==> src/rtl/ow_search_pkg.sv <==
package ow_search_pkg;

    // Slot types requested from the external bit-slot engine.
    typedef enum logic [1:0] {
        SLOT_RESET = 2'd0,
        SLOT_READ  = 2'd1,
        SLOT_WRITE = 2'd2
    } slot_kind_e;

    // Search sequencer states.
    typedef enum logic [2:0] {
        ST_IDLE,
        ST_RST,
        ST_CMD,
        ST_RDD,
        ST_RDC,
        ST_WR,
        ST_CHK,
        ST_FIN
    } seq_state_e;

    // Branch decision result for one bit position.
    typedef struct packed {
        logic take;   // bit to write and record
        logic more;   // another pass is owed
    } branch_t;

    localparam logic [7:0] SEARCH_CMD = 8'hF0;
    localparam int         CMD_BITS   = 8;

    // True when both the bit and its complement read high: nobody answered.
    function automatic logic pair_void(input logic dir_b, input logic cmp_b);
        return dir_b & cmp_b;
    endfunction

    // True when devices disagree at this position.
    function automatic logic pair_split(input logic dir_b, input logic cmp_b);
        return ~dir_b & ~cmp_b;
    endfunction

endpackage

==> src/rtl/ow_branch_unit.sv <==
module ow_branch_unit
    import ow_search_pkg::*;
#(
    parameter int ID_BITS = 64,
    localparam int IDX_W = $clog2(ID_BITS),
    localparam int MK_W  = IDX_W + 1
) (
    input  logic             clk,
    input  logic             rst,
    input  logic             init,
    input  logic             decide,
    input  logic             first_pass,
    input  logic             dir_bit,
    input  logic             cmp_bit,
    input  logic [IDX_W-1:0] pos,
    input  logic             prev_bit,
    output branch_t          choice
);

    // Remembered zero-branch positions; -1 means none.
    logic signed [MK_W-1:0] last_z;
    logic signed [MK_W-1:0] prev_z;
    logic signed [MK_W-1:0] last_n;
    logic signed [MK_W-1:0] prev_n;
    logic signed [MK_W-1:0] pos_s;

    assign pos_s = $signed({1'b0, pos});

    always_comb begin
        last_n      = last_z;
        prev_n      = prev_z;
        choice.take = dir_bit;
        choice.more = 1'b0;
        if (pair_split(dir_bit, cmp_bit)) begin
            if (!first_pass && pos_s < last_z) begin
                // Retrace the previous path below the deepest zero branch.
                choice.take = prev_bit;
                if (!prev_bit) begin
                    prev_n      = pos_s;
                    choice.more = 1'b1;
                end
            end else if (!first_pass && pos_s == last_z) begin
                // Deepest zero branch now flips to the one side.
                choice.take = 1'b1;
                last_n      = prev_z;
            end else begin
                // New fork deeper than anything seen: go zero first.
                choice.take = 1'b0;
                prev_n      = last_z;
                last_n      = pos_s;
                choice.more = 1'b1;
            end
        end
    end

    always_ff @(posedge clk) begin
        if (rst || init) begin
            last_z <= '1;
            prev_z <= '1;
        end else if (decide) begin
            last_z <= last_n;
            prev_z <= prev_n;
        end
    end

    // the older marker never lies deeper than the newer one.
    a_r7_marker_order: assert property (@(posedge clk) disable iff (rst)
        last_z >= prev_z);

    // a fork seen on the first pass always yields a pending pass.
    a_r7_first_fork_more: assert property (@(posedge clk) disable iff (rst)
        (decide && first_pass && !dir_bit && !cmp_bit) |-> choice.more && !choice.take);

endmodule

==> src/rtl/ow_path_store.sv <==
module ow_path_store #(
    parameter int ID_BITS = 64,
    localparam int IDX_W = $clog2(ID_BITS)
) (
    input  logic               clk,
    input  logic               rst,
    input  logic               init,
    input  logic               clear_cur,
    input  logic               set_en,
    input  logic [IDX_W-1:0]   pos,
    input  logic               set_val,
    input  logic               commit,
    output logic [ID_BITS-1:0] cur_path,
    output logic               prev_bit
);

    logic [ID_BITS-1:0] cur_q;
    logic [ID_BITS-1:0] prev_q;

    for (genvar i = 0; i < ID_BITS; i++) begin : g_bit
        always_ff @(posedge clk) begin
            if (rst || clear_cur)
                cur_q[i] <= 1'b0;
            else if (set_en && pos == IDX_W'(i))
                cur_q[i] <= set_val;
        end
    end

    always_ff @(posedge clk) begin
        if (rst || init)
            prev_q <= '0;
        else if (commit)
            prev_q <= cur_q;
    end

    assign cur_path = cur_q;
    assign prev_bit = prev_q[pos];

    // an accepted identifier becomes the path retraced next pass.
    a_r7_commit_copy: assert property (@(posedge clk) disable iff (rst)
        (commit && !init) |=> prev_q == $past(cur_q));

    // a recorded bit lands at the addressed position.
    a_r6_bit_recorded: assert property (@(posedge clk) disable iff (rst)
        (set_en && !clear_cur) |=> cur_q[$past(pos)] == $past(set_val));

endmodule

==> src/rtl/ow_tree_search.sv <==
module ow_tree_search
    import ow_search_pkg::*;
#(
    parameter int ID_BITS = 64,
    parameter int MAX_DEV = 8,
    parameter int CNT_W   = 8
) (
    input  logic               clk,
    input  logic               rst,
    input  logic               start,
    output logic               slot_req,
    output logic [1:0]         slot_kind,
    output logic               slot_wbit,
    input  logic               slot_done,
    input  logic               slot_rbit,
    output logic [ID_BITS-9:0] crc_data,
    input  logic [7:0]         crc_in,
    output logic               id_valid,
    output logic [ID_BITS-1:0] id_data,
    output logic [CNT_W-1:0]   dev_count,
    output logic               search_err,
    output logic               search_done,
    output logic               busy
);

    localparam int IDX_W  = $clog2(ID_BITS);
    localparam int CIDX_W = $clog2(CMD_BITS);

    seq_state_e          st;
    slot_kind_e          kind;
    logic [IDX_W-1:0]    pos_q;
    logic [CIDX_W-1:0]   cmd_idx;
    logic                dir_q;
    logic                wbit_q;
    logic                first_q;
    logic                more_q;
    logic                err_q;
    logic                valid_q;
    logic                done_q;
    logic [CNT_W-1:0]    cnt_q;
    logic [ID_BITS-1:0]  id_q;

    logic                init_s;
    logic                clear_s;
    logic                decide_s;
    logic                commit_s;
    logic                crc_ok;
    logic                prev_bit;
    logic [ID_BITS-1:0]  cur_path;
    branch_t             choice;

    // Control strobes shared by the sub-blocks.
    assign init_s   = (st == ST_IDLE) && start;
    assign clear_s  = (st == ST_RST) && slot_done && slot_rbit;
    assign decide_s = (st == ST_RDC) && slot_done && !pair_void(dir_q, slot_rbit);
    assign crc_ok   = cur_path[ID_BITS-1 -: 8] == crc_in;
    assign commit_s = (st == ST_CHK) && crc_ok;

    ow_path_store #(.ID_BITS(ID_BITS)) u_path (
        .clk       (clk),
        .rst       (rst),
        .init      (init_s),
        .clear_cur (clear_s),
        .set_en    (decide_s),
        .pos       (pos_q),
        .set_val   (choice.take),
        .commit    (commit_s),
        .cur_path  (cur_path),
        .prev_bit  (prev_bit)
    );

    ow_branch_unit #(.ID_BITS(ID_BITS)) u_branch (
        .clk        (clk),
        .rst        (rst),
        .init       (init_s),
        .decide     (decide_s),
        .first_pass (first_q),
        .dir_bit    (dir_q),
        .cmp_bit    (slot_rbit),
        .pos        (pos_q),
        .prev_bit   (prev_bit),
        .choice     (choice)
    );

    // Slot request decode.
    always_comb begin
        slot_req  = 1'b0;
        kind      = SLOT_READ;
        slot_wbit = 1'b0;
        unique case (st)
            ST_RST: begin
                slot_req = 1'b1;
                kind     = SLOT_RESET;
            end
            ST_CMD: begin
                slot_req  = 1'b1;
                kind      = SLOT_WRITE;
                slot_wbit = SEARCH_CMD[cmd_idx];
            end
            ST_RDD, ST_RDC: begin
                slot_req = 1'b1;
                kind     = SLOT_READ;
            end
            ST_WR: begin
                slot_req  = 1'b1;
                kind      = SLOT_WRITE;
                slot_wbit = wbit_q;
            end
            default: ;
        endcase
    end

    // Search sequencer.
    always_ff @(posedge clk) begin
        if (rst) begin
            st      <= ST_IDLE;
            pos_q   <= '0;
            cmd_idx <= '0;
            dir_q   <= 1'b0;
            wbit_q  <= 1'b0;
            first_q <= 1'b0;
            more_q  <= 1'b0;
            err_q   <= 1'b0;
            valid_q <= 1'b0;
            done_q  <= 1'b0;
            cnt_q   <= '0;
            id_q    <= '0;
        end else begin
            valid_q <= 1'b0;
            done_q  <= 1'b0;
            unique case (st)
                ST_IDLE: if (start) begin
                    err_q   <= 1'b0;
                    cnt_q   <= '0;
                    first_q <= 1'b1;
                    st      <= ST_RST;
                end
                ST_RST: if (slot_done) begin
                    if (!slot_rbit) begin
                        cnt_q <= '0;
                        st    <= ST_FIN;
                    end else begin
                        more_q  <= 1'b0;
                        pos_q   <= '0;
                        cmd_idx <= '0;
                        st      <= ST_CMD;
                    end
                end
                ST_CMD: if (slot_done) begin
                    if (cmd_idx == CIDX_W'(CMD_BITS - 1))
                        st <= ST_RDD;
                    else
                        cmd_idx <= cmd_idx + 1'b1;
                end
                ST_RDD: if (slot_done) begin
                    dir_q <= slot_rbit;
                    st    <= ST_RDC;
                end
                ST_RDC: if (slot_done) begin
                    if (pair_void(dir_q, slot_rbit)) begin
                        err_q <= 1'b1;
                        cnt_q <= '0;
                        st    <= ST_FIN;
                    end else begin
                        wbit_q <= choice.take;
                        more_q <= more_q | choice.more;
                        st     <= ST_WR;
                    end
                end
                ST_WR: if (slot_done) begin
                    if (pos_q == IDX_W'(ID_BITS - 1)) begin
                        st <= ST_CHK;
                    end else begin
                        pos_q <= pos_q + 1'b1;
                        st    <= ST_RDD;
                    end
                end
                ST_CHK: begin
                    if (!crc_ok) begin
                        err_q <= 1'b1;
                        cnt_q <= '0;
                        st    <= ST_FIN;
                    end else begin
                        cnt_q   <= cnt_q + 1'b1;
                        first_q <= 1'b0;
                        if (cnt_q < CNT_W'(MAX_DEV)) begin
                            valid_q <= 1'b1;
                            id_q    <= cur_path;
                        end
                        st <= more_q ? ST_RST : ST_FIN;
                    end
                end
                ST_FIN: begin
                    done_q <= 1'b1;
                    st     <= ST_IDLE;
                end
                default: st <= ST_IDLE;
            endcase
        end
    end

    assign slot_kind   = kind;
    assign crc_data    = cur_path[ID_BITS-9:0];
    assign id_valid    = valid_q;
    assign id_data     = id_q;
    assign dev_count   = cnt_q;
    assign search_err  = err_q;
    assign search_done = done_q;
    assign busy        = (st != ST_IDLE);

    // nothing is requested or reported while idle.
    a_r1_idle_quiet: assert property (@(posedge clk) disable iff (rst)
        !busy |-> !slot_req && !id_valid);

    // a pending request keeps its type and data until completion.
    a_r4_slot_hold: assert property (@(posedge clk) disable iff (rst)
        (slot_req && !slot_done) |=> $stable(slot_kind) && $stable(slot_wbit));

    // a completed complement read is followed by the write or the stop.
    a_r4_write_follows: assert property (@(posedge clk) disable iff (rst)
        (st == ST_RDC && slot_done) |=> (st == ST_WR || st == ST_FIN));

    // a silent bit pair ends the search in error with a zero count.
    a_r5_void_stop: assert property (@(posedge clk) disable iff (rst)
        (st == ST_RDC && slot_done && dir_q && slot_rbit) |=>
            (search_err && dev_count == '0 && !slot_req));

    // an absent presence response ends the search without error.
    a_r2_no_presence: assert property (@(posedge clk) disable iff (rst)
        (st == ST_RST && slot_done && !slot_rbit) |=>
            (st == ST_FIN && dev_count == '0 && !search_err));

    // the done indication lasts one cycle.
    a_r9_done_pulse: assert property (@(posedge clk) disable iff (rst)
        search_done |=> !search_done);

    // a reported identifier never exceeds the output cap.
    a_r10_emit_cap: assert property (@(posedge clk) disable iff (rst)
        id_valid |-> (dev_count <= CNT_W'(MAX_DEV) && dev_count != '0));

endmodule

==> config.mk <==
export PLATFORM = sky130hd
export DESIGN_NAME = ow_tree_search
export DESIGN_NICKNAME = d
export VERILOG_FILES = /design/src/rtl/ow_search_pkg.sv /design/src/rtl/ow_branch_unit.sv /design/src/rtl/ow_path_store.sv /design/src/rtl/ow_tree_search.sv
export SDC_FILE = /design/constraint.sdc
export NUM_CORES = 1
export LEC_CHECK = 0
export ABC_AREA = 0
export BUFFER_PORTS_ARGS = -buffer_cell sky130_fd_sc_hd__buf_2
export CAP_MARGIN = 15
export CORE_MARGIN = 5
export CORE_UTILIZATION = 50
export CTS_CLUSTER_SIZE = 10
export DETAILED_ROUTE_END_ITERATION = 8
export PLACE_DENSITY = 0.74
export SLEW_MARGIN = 20
export SYNTH_ARGS = -nofsm -noshare
export SYNTH_HDL_FRONTEND = slang
export SYNTH_HIERARCHICAL = 1
export SYNTH_SLANG_ARGS = --single-unit
export TNS_END_PERCENT = 10
==> constraint.sdc <==
create_clock -name clk -period 2.8 [get_ports clk]
set_input_delay 0.56 -clock clk [delete_from_list [all_inputs] [get_ports clk]]
set_output_delay 0.56 -clock clk [all_outputs]
set_load 0.01 [all_outputs]
Word level (Yosys, flattened, before mapping)
Memory sizes are Yosys's and may differ from the RTL's. A register that Yosys moved wholly into a read port is not among the register bits.
Cells that the tools add are included.
{"block": "op_classes", "add_sub_neg": 3, "magnitude_cmp": 4, "n_eq_ne": 90, "mux": 62, "n_bitwise": 9, "n_reduce_logical": 100}
{"cell": "6-bit equality test (second input constant)", "n": 32}
{"cell": "6-bit by 5-bit equality test with 1-bit output (second input constant)", "n": 16}
{"cell": "1-bit logical AND", "n": 72}
{"cell": "3-bit two-way mux", "n": 17}
{"cell": "6-bit by 4-bit equality test with 1-bit output (second input constant)", "n": 8}
{"cell": "8-bit two-way mux", "n": 6}
{"cell": "8-bit one-hot mux with 4 select lines", "n": 1}
{"cell": "2-bit inequality test (second input constant)", "n": 15}
{"cell": "7-bit two-way mux", "n": 4}
{"cell": "6-bit by 3-bit equality test with 1-bit output (second input constant)", "n": 4}
{"cell": "6-bit two-way mux", "n": 4}
{"cell": "3-bit one-hot mux with 8 select lines", "n": 1}
{"cell": "5-bit AND reduction", "n": 4}
{"cell": "1-bit two-way mux", "n": 18}
{"cell": "3-bit equality test (second input constant)", "n": 5}
{"cell": "6-bit by 2-bit equality test with 1-bit output (second input constant)", "n": 2}
{"cell": "6-bit one-hot mux with 2 select lines", "n": 1}
{"cell": "3-bit AND reduction", "n": 4}
{"cell": "8-bit by 1-bit adder with 8-bit output (second input constant)", "n": 1}
{"cell": "8-bit equality test", "n": 1}
{"cell": "8-bit by 4-bit less-than comparator with 1-bit output (second input constant)", "n": 1}
{"cell": "2-bit nonzero test", "n": 4}
{"cell": "7-bit equality test", "n": 1}
{"cell": "6-bit by 7-bit less-than comparator with 1-bit output (second input constant)", "n": 1}
{"cell": "other kinds (30)", "n": 45}
{"block": "word_totals", "register_bits": 233, "rom_bits": 8, "inputBits": 13, "output_inout_bits": 136, "wordCells": 348, "n_memories": 1}
{"memory": "(no name shown)", "words": 8, "width": 1, "read_ports": 1, "rd_ports_with_merged_regs": 1, "wr": 0, "line_no": "ow_tree_search.sv:98", "source": "slot_wbit = SEARCH_CMD[cmd_idx];"}

Logic depth before layout (Yosys ltp)
Gate-level depths: netlist of the first run.
{"block": "logic_depth", "ltp_word": 9, "depth_mapped": 13, "depth_no_buf": 9}

Hierarchy
The synthesis of the first run kept the hierarchy.
{"module": "ow_path_store", "instances": 1, "cells_per_inst": 623, "area_per_inst_um2": 5575.3, "seq_area_each_um2": 2562.5}
{"module": "ow_tree_search", "instances": 1, "cells_per_inst": 398, "area_per_inst_um2": 3828.7, "seq_area_each_um2": 1841.8}
{"module": "ow_branch_unit", "instances": 1, "cells_per_inst": 102, "area_per_inst_um2": 867.1, "seq_area_each_um2": 280.3}

Worst setup path before layout of the first run
No wires, ideal clock.
{"block": "synth_path", "path_type": "flip-flop to flip-flop", "start": "register pos_q[1]", "end": "register u_path.cur_q[51] (netlist: u_path/cur_path[51])", "setup_time_ns": 0.128, "arrival_time_ns": 2.908, "required_time_ns": 2.672, "setup_slack_ns": -0.235, "stages_incl_launch_ff": 13, "n_path_buf": 4, "synth_period_minus_slack_ns": 3.035, "cell_sequence": "dfxtp_1 -> clkbuf_1 -> mux4_2 -> a22oi_1 -> a21oi_1 -> or4_1 -> clkbuf_1 -> a21oi_1 -> o21bai_1 -> clkbuf_1 -> clkbuf_1 -> mux2i_1 -> nor2_1"}
{"element": "start: declaration", "line_no": "ow_tree_search.sv:31", "source": "logic [IDX_W-1:0] pos_q;"}
{"element": "start signal: assignment", "line_no": "ow_tree_search.sv:174", "source": "pos_q <= pos_q + 1'b1;"}
{"element": "end signal: indexed assignment", "line_no": "ow_path_store.sv:25", "source": "cur_q[i] <= set_val;"}
{"element": "end: declaration", "line_no": "ow_path_store.sv:17", "source": "logic [ID_BITS-1:0] cur_q;"}

==> results of run 1 <==
cells by family (layout without fill, tap and decap cells):
group,Yosys count,count (layout),share of synthesized area (%)
simple gates,442,442,19.8
mux,158,158,17.6
xor+xnor,16,16,1.36
buf+inv,95,268,4.30
compound gates,168,168,10.1
fa+ha+maj,10,10,1.22
flops,234,234,45.6
per-stage QoR:
step | instances | power (uW) | area (um2)
floorplan | 1123 | 3910 | 10300
global placement | 1523 | 4110 | 11600
detailed placement | 1523 | 4120 | 11600
CTS | 1562 | 7150 | 12500
global route | 1566 | 7400 | 12700
finish | 1566 | 7130 | 12700
metal layers:
metal / GRT usage, % / up-vias
li1: - / 4240
met1: 31.6 / 4271
met2: 37.2 / 367
met3: 4.75 / 41
met4: 5.43 / 0
met5: 0 / -
sequential cells by signal, summed over array words and instances, names as in the netlist, named ones only:
| register | count |
|---|---|
| dir_q | 1 |
| id_data | 64 |
| pos_q | 6 |
| search_err | 1 |
| u_branch/prev_z | 7 |
| search_done | 1 |
| wbit_q | 1 |
| id_valid | 1 |
| st | 3 |
| u_path/prev_q | 64 |
| u_branch/last_z | 7 |
| u_path/cur_path | 64 |
| dev_count | 8 |
| first_q | 1 |
| cmd_idx | 3 |
| more_q | 1 |
cell usage in the layout, fill, tap and decap left out, types with 16 or more instances in the layout:
cell and n:
a21oi_1 71, buf_2 148, buf_4 60, clkbuf_16 30, dfxtp_1 233, mux2i_1 142
nand2_1 126, nand3_1 35, nand3_2 16, nor2_1 189, o21ai_0 32
final cells by class:
| cell class | count | share of cell area (%) |
|---|---|---|
| Multi-Input combinational cell | 794 | 42.3 |
| Sequential cell | 234 | 37.0 |
| Timing Repair Buffer | 225 | 12.0 |
| Clock buffer | 32 | 5.56 |
| Tap cell | 270 | 2.67 |
| Inverter | 10 | 0.296 |
| Clock inverter | 1 | 0.158 |
what timing repair did:
action,4_1_cts,5_1_grt
hold buffers,0,0
setup buffers,5,3
gates cloned,1,2
pin swaps,1,11
resized for setup,22,28
setup endpoints to repair,73,72
worst max path at each step:
stage          startpoint             endpoint  slack (ns)  cells after the start
2_1_floorplan    pos_q[0]  u_path/cur_path[51]       -0.03                     13
3_3_place_gp     pos_q[0]  u_path/cur_path[32]       -0.24                     11
3_5_place_dp     pos_q[0]   u_path/cur_path[0]       -0.28                     11
4_1_cts          pos_q[0]               wbit_q       -0.12                     11
5_1_grt          pos_q[3]   u_path/cur_path[2]       -0.17                     10
6_report         pos_q[0]               wbit_q        -0.1                     10
power breakdown:
group / switching, uW / total, uW / leakage (uW) / internal, uW
sequential: 26.8 / 3380 / 0.00189 / 3360
clock: 1280 / 3030 / 0.000354 / 1750
combinational: 450 / 718 / 0.00325 / 268
total: 1760 / 7130 / 0.00549 / 5370
==> results.ini, run 1 <==
[flow_run]
maxCapViolations=0

[sta]
setup_viol=70
worst_slack_ns=-0.0954
setup_tns_ns=-2.96
hold_viol=0
slew_violations=0
tightest_slew_ns=1.17
rsz0062_at_grt=true
slew_headroom_pct=21.5
skew_ns=0.0145
whs_ns=0.370
fmax_ghz=0.345
finalCriticalPeriod_ns=2.90
period_share_pct=103

[detailed_routing]
drt_iter0_markers=677
routed-wl-met3_mm=2.16
first_pass_iters=5
num_vias=8919
wl_met2_mm=13.3
drc=0
wire_per_inst_um=18.0
wirelength_mm=28.3
met1_length_mm=12.3
ant_nets=0
vias_per_cell=5.70
top_layer=met4

[hold_path]
hold_depth=2
min_from=rst
hold_path.class=in -> reg
whs_endpoint=wbit_q

[setup_path]
reg2reg_slack_ns=-0.1
cpLargestDelayFamily=compound AO/OA/AOI/OAI gates
reg2regPathDepth=10
crit_path_start_kind=register
path_buf_inv=2
crit_top_cell=buf_12
worstReg2RegEnd=wbit_q
reg2reg_from=pos_q[0]
critical-path-slowest-cell=or4_4
worst_setup_path_end_kind=register
crit_type=reg -> reg
critPathRequiredTime_ns=3.22
crit_chain=buf_12 > mux4_2 > a22oi_2 > a21oi_1 > or4_4 > a21oi_4 > o21bai_4 > buf_12 > mux2i_1 > nor2_1
slowest_delay_ns=0.60
cp.arrival_ns=3.31
path_max_fanout=15

[logic_synthesis]
synth_area_leaders=dfxtp_1 46%, mux2i_1 14%, nor2_1 6.9%, nand2_1 4.6%, a21oi_1 3.7%
synth_edf_count=0
synthFlopType=dfxtp_1
yosys.cell_types.count=65
ys_warn_count=6
yosysMostFrequentCell=dfxtp_1
netlist_top_cells_count=234 x dfxtp_1, 189 x nor2_1, 142 x mux2i_1, 127 x nand2_1, 76 x a21oi_1
ys_ff_latch=234
netlist_area_um2=10300
yosysTopAreaCell=dfxtp_1
syn-num-nets=1146
syn_inst=1123
ys_async_sr_fraction_pct=0
synth_top_area_share_pct=45.6
ys_seq_area_share_pct=45.6
syn-mean-instance-area_um2=9.15

[clock_tree]
root_buffer=clkbuf_16
cts_buffer_depth=3
clk_pin_slew_worst_paths_ns=0.06
cts_tree=yes
htreeDepth=1
worstSkewPairLatency_ns=0.54
cts.sinks=234
cts_buffers=27

[final_layout]
utilization_pct=62.6
fillers=1668
syn_to_final_growth_pct=23.3
drive_gt1_share_pct=25.4
layout.nets=1315
diodes=0
multiInputGateArea_um2=5350
regArea_um2=4690

[floorplanning]
die_area_um2=23500
die_h_um=153
die_w_um=153
pin_count=149
initial_core_util_pct=50.8
rows=52
fp.coreArea_um2=20200

[power_and_ir_drop]
p_leak_uw=0.00549
ir_worst_vdd_v=0.000433
power_density_nw_per_um2=563

[placement]
hpwl_mm=19.1
port_buffers=148
dpl_worst_slack_ns=-0.275
routabilityCongestion=0.897

[global_route]
grt_pass1_vias=8399
overflow=0
grt_usage_pct=22.9
antenna_found_initial=0
grt_start_max_net_pins=65
grt_pass1_wl_mm=45.4

[status]
outcome=finished, violations left
violations=setup timing

Note: power is estimated with default switching activity, not from simulation.
==> inputs of run 2 (changes only) <==
--- a/config.mk
+++ b/config.mk
@@ -12,7 +12,7 @@
 export CORE_UTILIZATION = 50
 export CTS_CLUSTER_SIZE = 10
 export DETAILED_ROUTE_END_ITERATION = 8
-export PLACE_DENSITY = 0.74
+export PLACE_DENSITY = 0.78
 export SLEW_MARGIN = 20
 export SYNTH_ARGS = -nofsm -noshare
 export SYNTH_HDL_FRONTEND = slang
==> run 2 against run 1 <==
Compared with the run above: the run still ends with setup timing left; fmax is 1.1% higher; count of clock-buffer cells in the layout is 4 lower; clock skew is 0.0059 ns higher; worst setup slack better by 0.031 ns; utilization is 0.17 points lower; routed wire length is 4.0% higher; highest routed layer unchanged; sequential share of layout area is 0.11 points higher; via count is 2.3% higher; cell area is 0.27% lower; worst hold slack better by 0.029 ns; register-to-register slack better by 0.03 ns.
==> results.ini, run 2 (synthesized netlist as in run 1, its figures left out) <==
[floorplanning]
die_h_um=153  ; unchanged
initial_core_util_pct=50.8  ; unchanged
pin_count=149  ; unchanged
fp.coreArea_um2=20200  ; unchanged
die_w_um=153  ; unchanged
die_area_um2=23500  ; unchanged
rows=52  ; unchanged

[detailed_routing]
wl_met2_mm=13.9  ; +4.1%
drc=0  ; unchanged
num_vias=9124  ; +2.3%
first_pass_iters=6  ; +1
wirelength_mm=29.4  ; +4.0%
wire_per_inst_um=18.8  ; +4.0%
ant_nets=0  ; unchanged
routed-wl-met3_mm=2.40  ; +11%
top_layer=met4
vias_per_cell=5.83  ; +2.3%
met1_length_mm=12.4  ; +0.86%
drt_iter0_markers=1119  ; +65%

[placement]
hpwl_mm=19.6  ; +2.7%
routabilityCongestion=0.904  ; +0.72%
place_area_um2=11600  ; -0.15%
port_buffers=148  ; unchanged

[hold_path]
whs_endpoint=st[2]
min_from=slot_done
hold_path.class=in -> reg
hold_depth=2  ; unchanged

[setup_path]
crit_path_start_kind=register
critPathRequiredTime_ns=3.19  ; -0.03 ns
cp.arrival_ns=3.25  ; -0.06 ns
slowest_delay_ns=0.58  ; -0.02 ns
worstReg2RegEnd=u_path/cur_path[2]
critical-path-slowest-cell=or4_4
crit_type=reg -> reg
path_max_fanout=6  ; -9
worst_setup_path_end_kind=register
reg2regPathDepth=11  ; +1
reg2reg_from=pos_q[0]
crit_chain=buf_6 > mux4_2 > a22oi_2 > a21oi_2 > or4_4 > a21oi_4 > o21bai_4 > buf_12 > buf_4 > nand3_1 > a21oi_1
reg2reg_slack_ns=-0.06  ; +0.03 ns

[clock_tree]
clk_pin_slew_worst_paths_ns=0.06  ; about the same
cts_buffers=27  ; unchanged
cts_tree=yes
root_buffer=clkbuf_16
htreeDepth=1  ; unchanged
ctsHoldBuffers=0  ; unchanged
cts.sinks=234  ; unchanged
cts_buffer_depth=3  ; unchanged
worstSkewPairLatency_ns=0.54  ; about the same

[sta]
worst_slack_ns=-0.0640  ; +0.0314 ns
slew_headroom_pct=31.9  ; +10 points
slew_violations=0  ; unchanged
hold_viol=0  ; unchanged
skew_ns=0.0204  ; +0.00587 ns
period_share_pct=102  ; -1.1 points
rsz0062_at_grt=true
fmax_ghz=0.349  ; +1.1%
tightest_slew_ns=1.02  ; -0.156 ns
finalCriticalPeriod_ns=2.86  ; -0.0314 ns
setup_viol=40  ; -43%

[global_route]
grt_usage_pct=23.2  ; +0.31 points
grt_start_max_net_pins=65  ; unchanged
overflow=0  ; unchanged
grt_pass1_vias=8589  ; +2.3%
antenna_found_initial=0  ; unchanged
grt_pass1_wl_mm=45.7  ; +0.82%

[power_and_ir_drop]
p_total_uw=7100  ; -0.37%
power_density_nw_per_um2=563  ; -0.10%
ir_worst_vdd_v=0.000511  ; +18%
p_leak_uw=0.00549  ; about the same

[final_layout]
final_common_cell=dfxtp_1
drive_gt1_share_pct=25.1  ; -0.31 points
diodes=0  ; unchanged
layout.nets=1318  ; +0.23%
design_area_um2=12600  ; -0.27%
syn_to_final_growth_pct=22.9
final_cell_mix=232 x dfxtp_1, 189 x nor2_1, 148 x buf_2

[status]
violations=setup timing
outcome=finished, violations left

[flow_run]
maxCapViolations=0  ; unchanged

## run 2: cell count changes in the layout (fill, tap and decap cells not counted), sizes merged
cell,delta
clkbuf,-4
bufbuf,+1
buf,+2
clkinvlp,+1
## run 2: stage by stage
stage          TNS (ns)  hold WS [ns]  utilization [%]  setup WS [ns]  instances
6_report         -0.832         0.399             62.4        -0.0640       1566
5_1_grt           -5.18         0.435             62.4         -0.131       1566
4_1_cts               0         0.375             61.4       0.000803       1563
3_5_place_dp     -10.77         0.473             57.2         -0.204       1524
3_3_place_gp      -8.97         0.467             57.2         -0.191       1524
2_1_floorplan    -0.682         0.435                -        -0.0298       1123
## run 2: area by class of cell
cell class	count	area (um2)
clock buffer	28	679
clock inverter	2	27.5
fill	1636	7610
inverter	10	37.5
multi-input combinational	794	5280
sequential	234	4690
tap	270	338
timing repair buffer	228	1580
## run 2: worst max-delay path by stage
stage / end / start / depth (start not counted)
final: u_path/cur_path[2] / pos_q[0] / 11
after global routing: u_path/cur_path[32] / pos_q[0] / 11
after CTS: u_path/cur_path[51] / pos_q[0] / 11
after detailed placement: u_path/cur_path[51] / pos_q[0] / 10
after global placement: u_path/cur_path[51] / pos_q[0] / 10
after floorplan: u_path/cur_path[51] / pos_q[0] / 13
## run 2: routing by layer
metal | vias up | global-route usage, %
li1 | 4241 | -
met1 | 4386 | 31.8
met2 | 439 | 37.9
met3 | 58 | 3.87
met4 | 0 | 7.04
met5 | - | 0
## run 2: worst max-delay path: cells and delay by family (launching register included)
| kind | cells | cell delay [ns] |
|---|---|---|
| AOI/OAI and AO/OA | 5 | 0.68 |
| buffers and inverters | 3 | 0.45 |
| DFF | 1 | 0.41 |
| muxes | 1 | 0.52 |
| and+or+nand+nor | 2 | 0.65 |
## run 2: power breakdown
| group | internal, uW | switching, uW |
|---|---|---|
| clock network | 1710 | 1290 |
| logic | 276 | 454 |
| registers | 3360 | 24.3 |
## run 2: repair_timing
| item | in CTS | in global routing |
|---|---|---|
| cloned | 2 | 3 |
| buffers inserted | 7 | 1 |
| gates resized for setup | 15 | 30 |
| pin swaps | 7 | 6 |
| endpoints found under the setup margin | 72 | 71 |
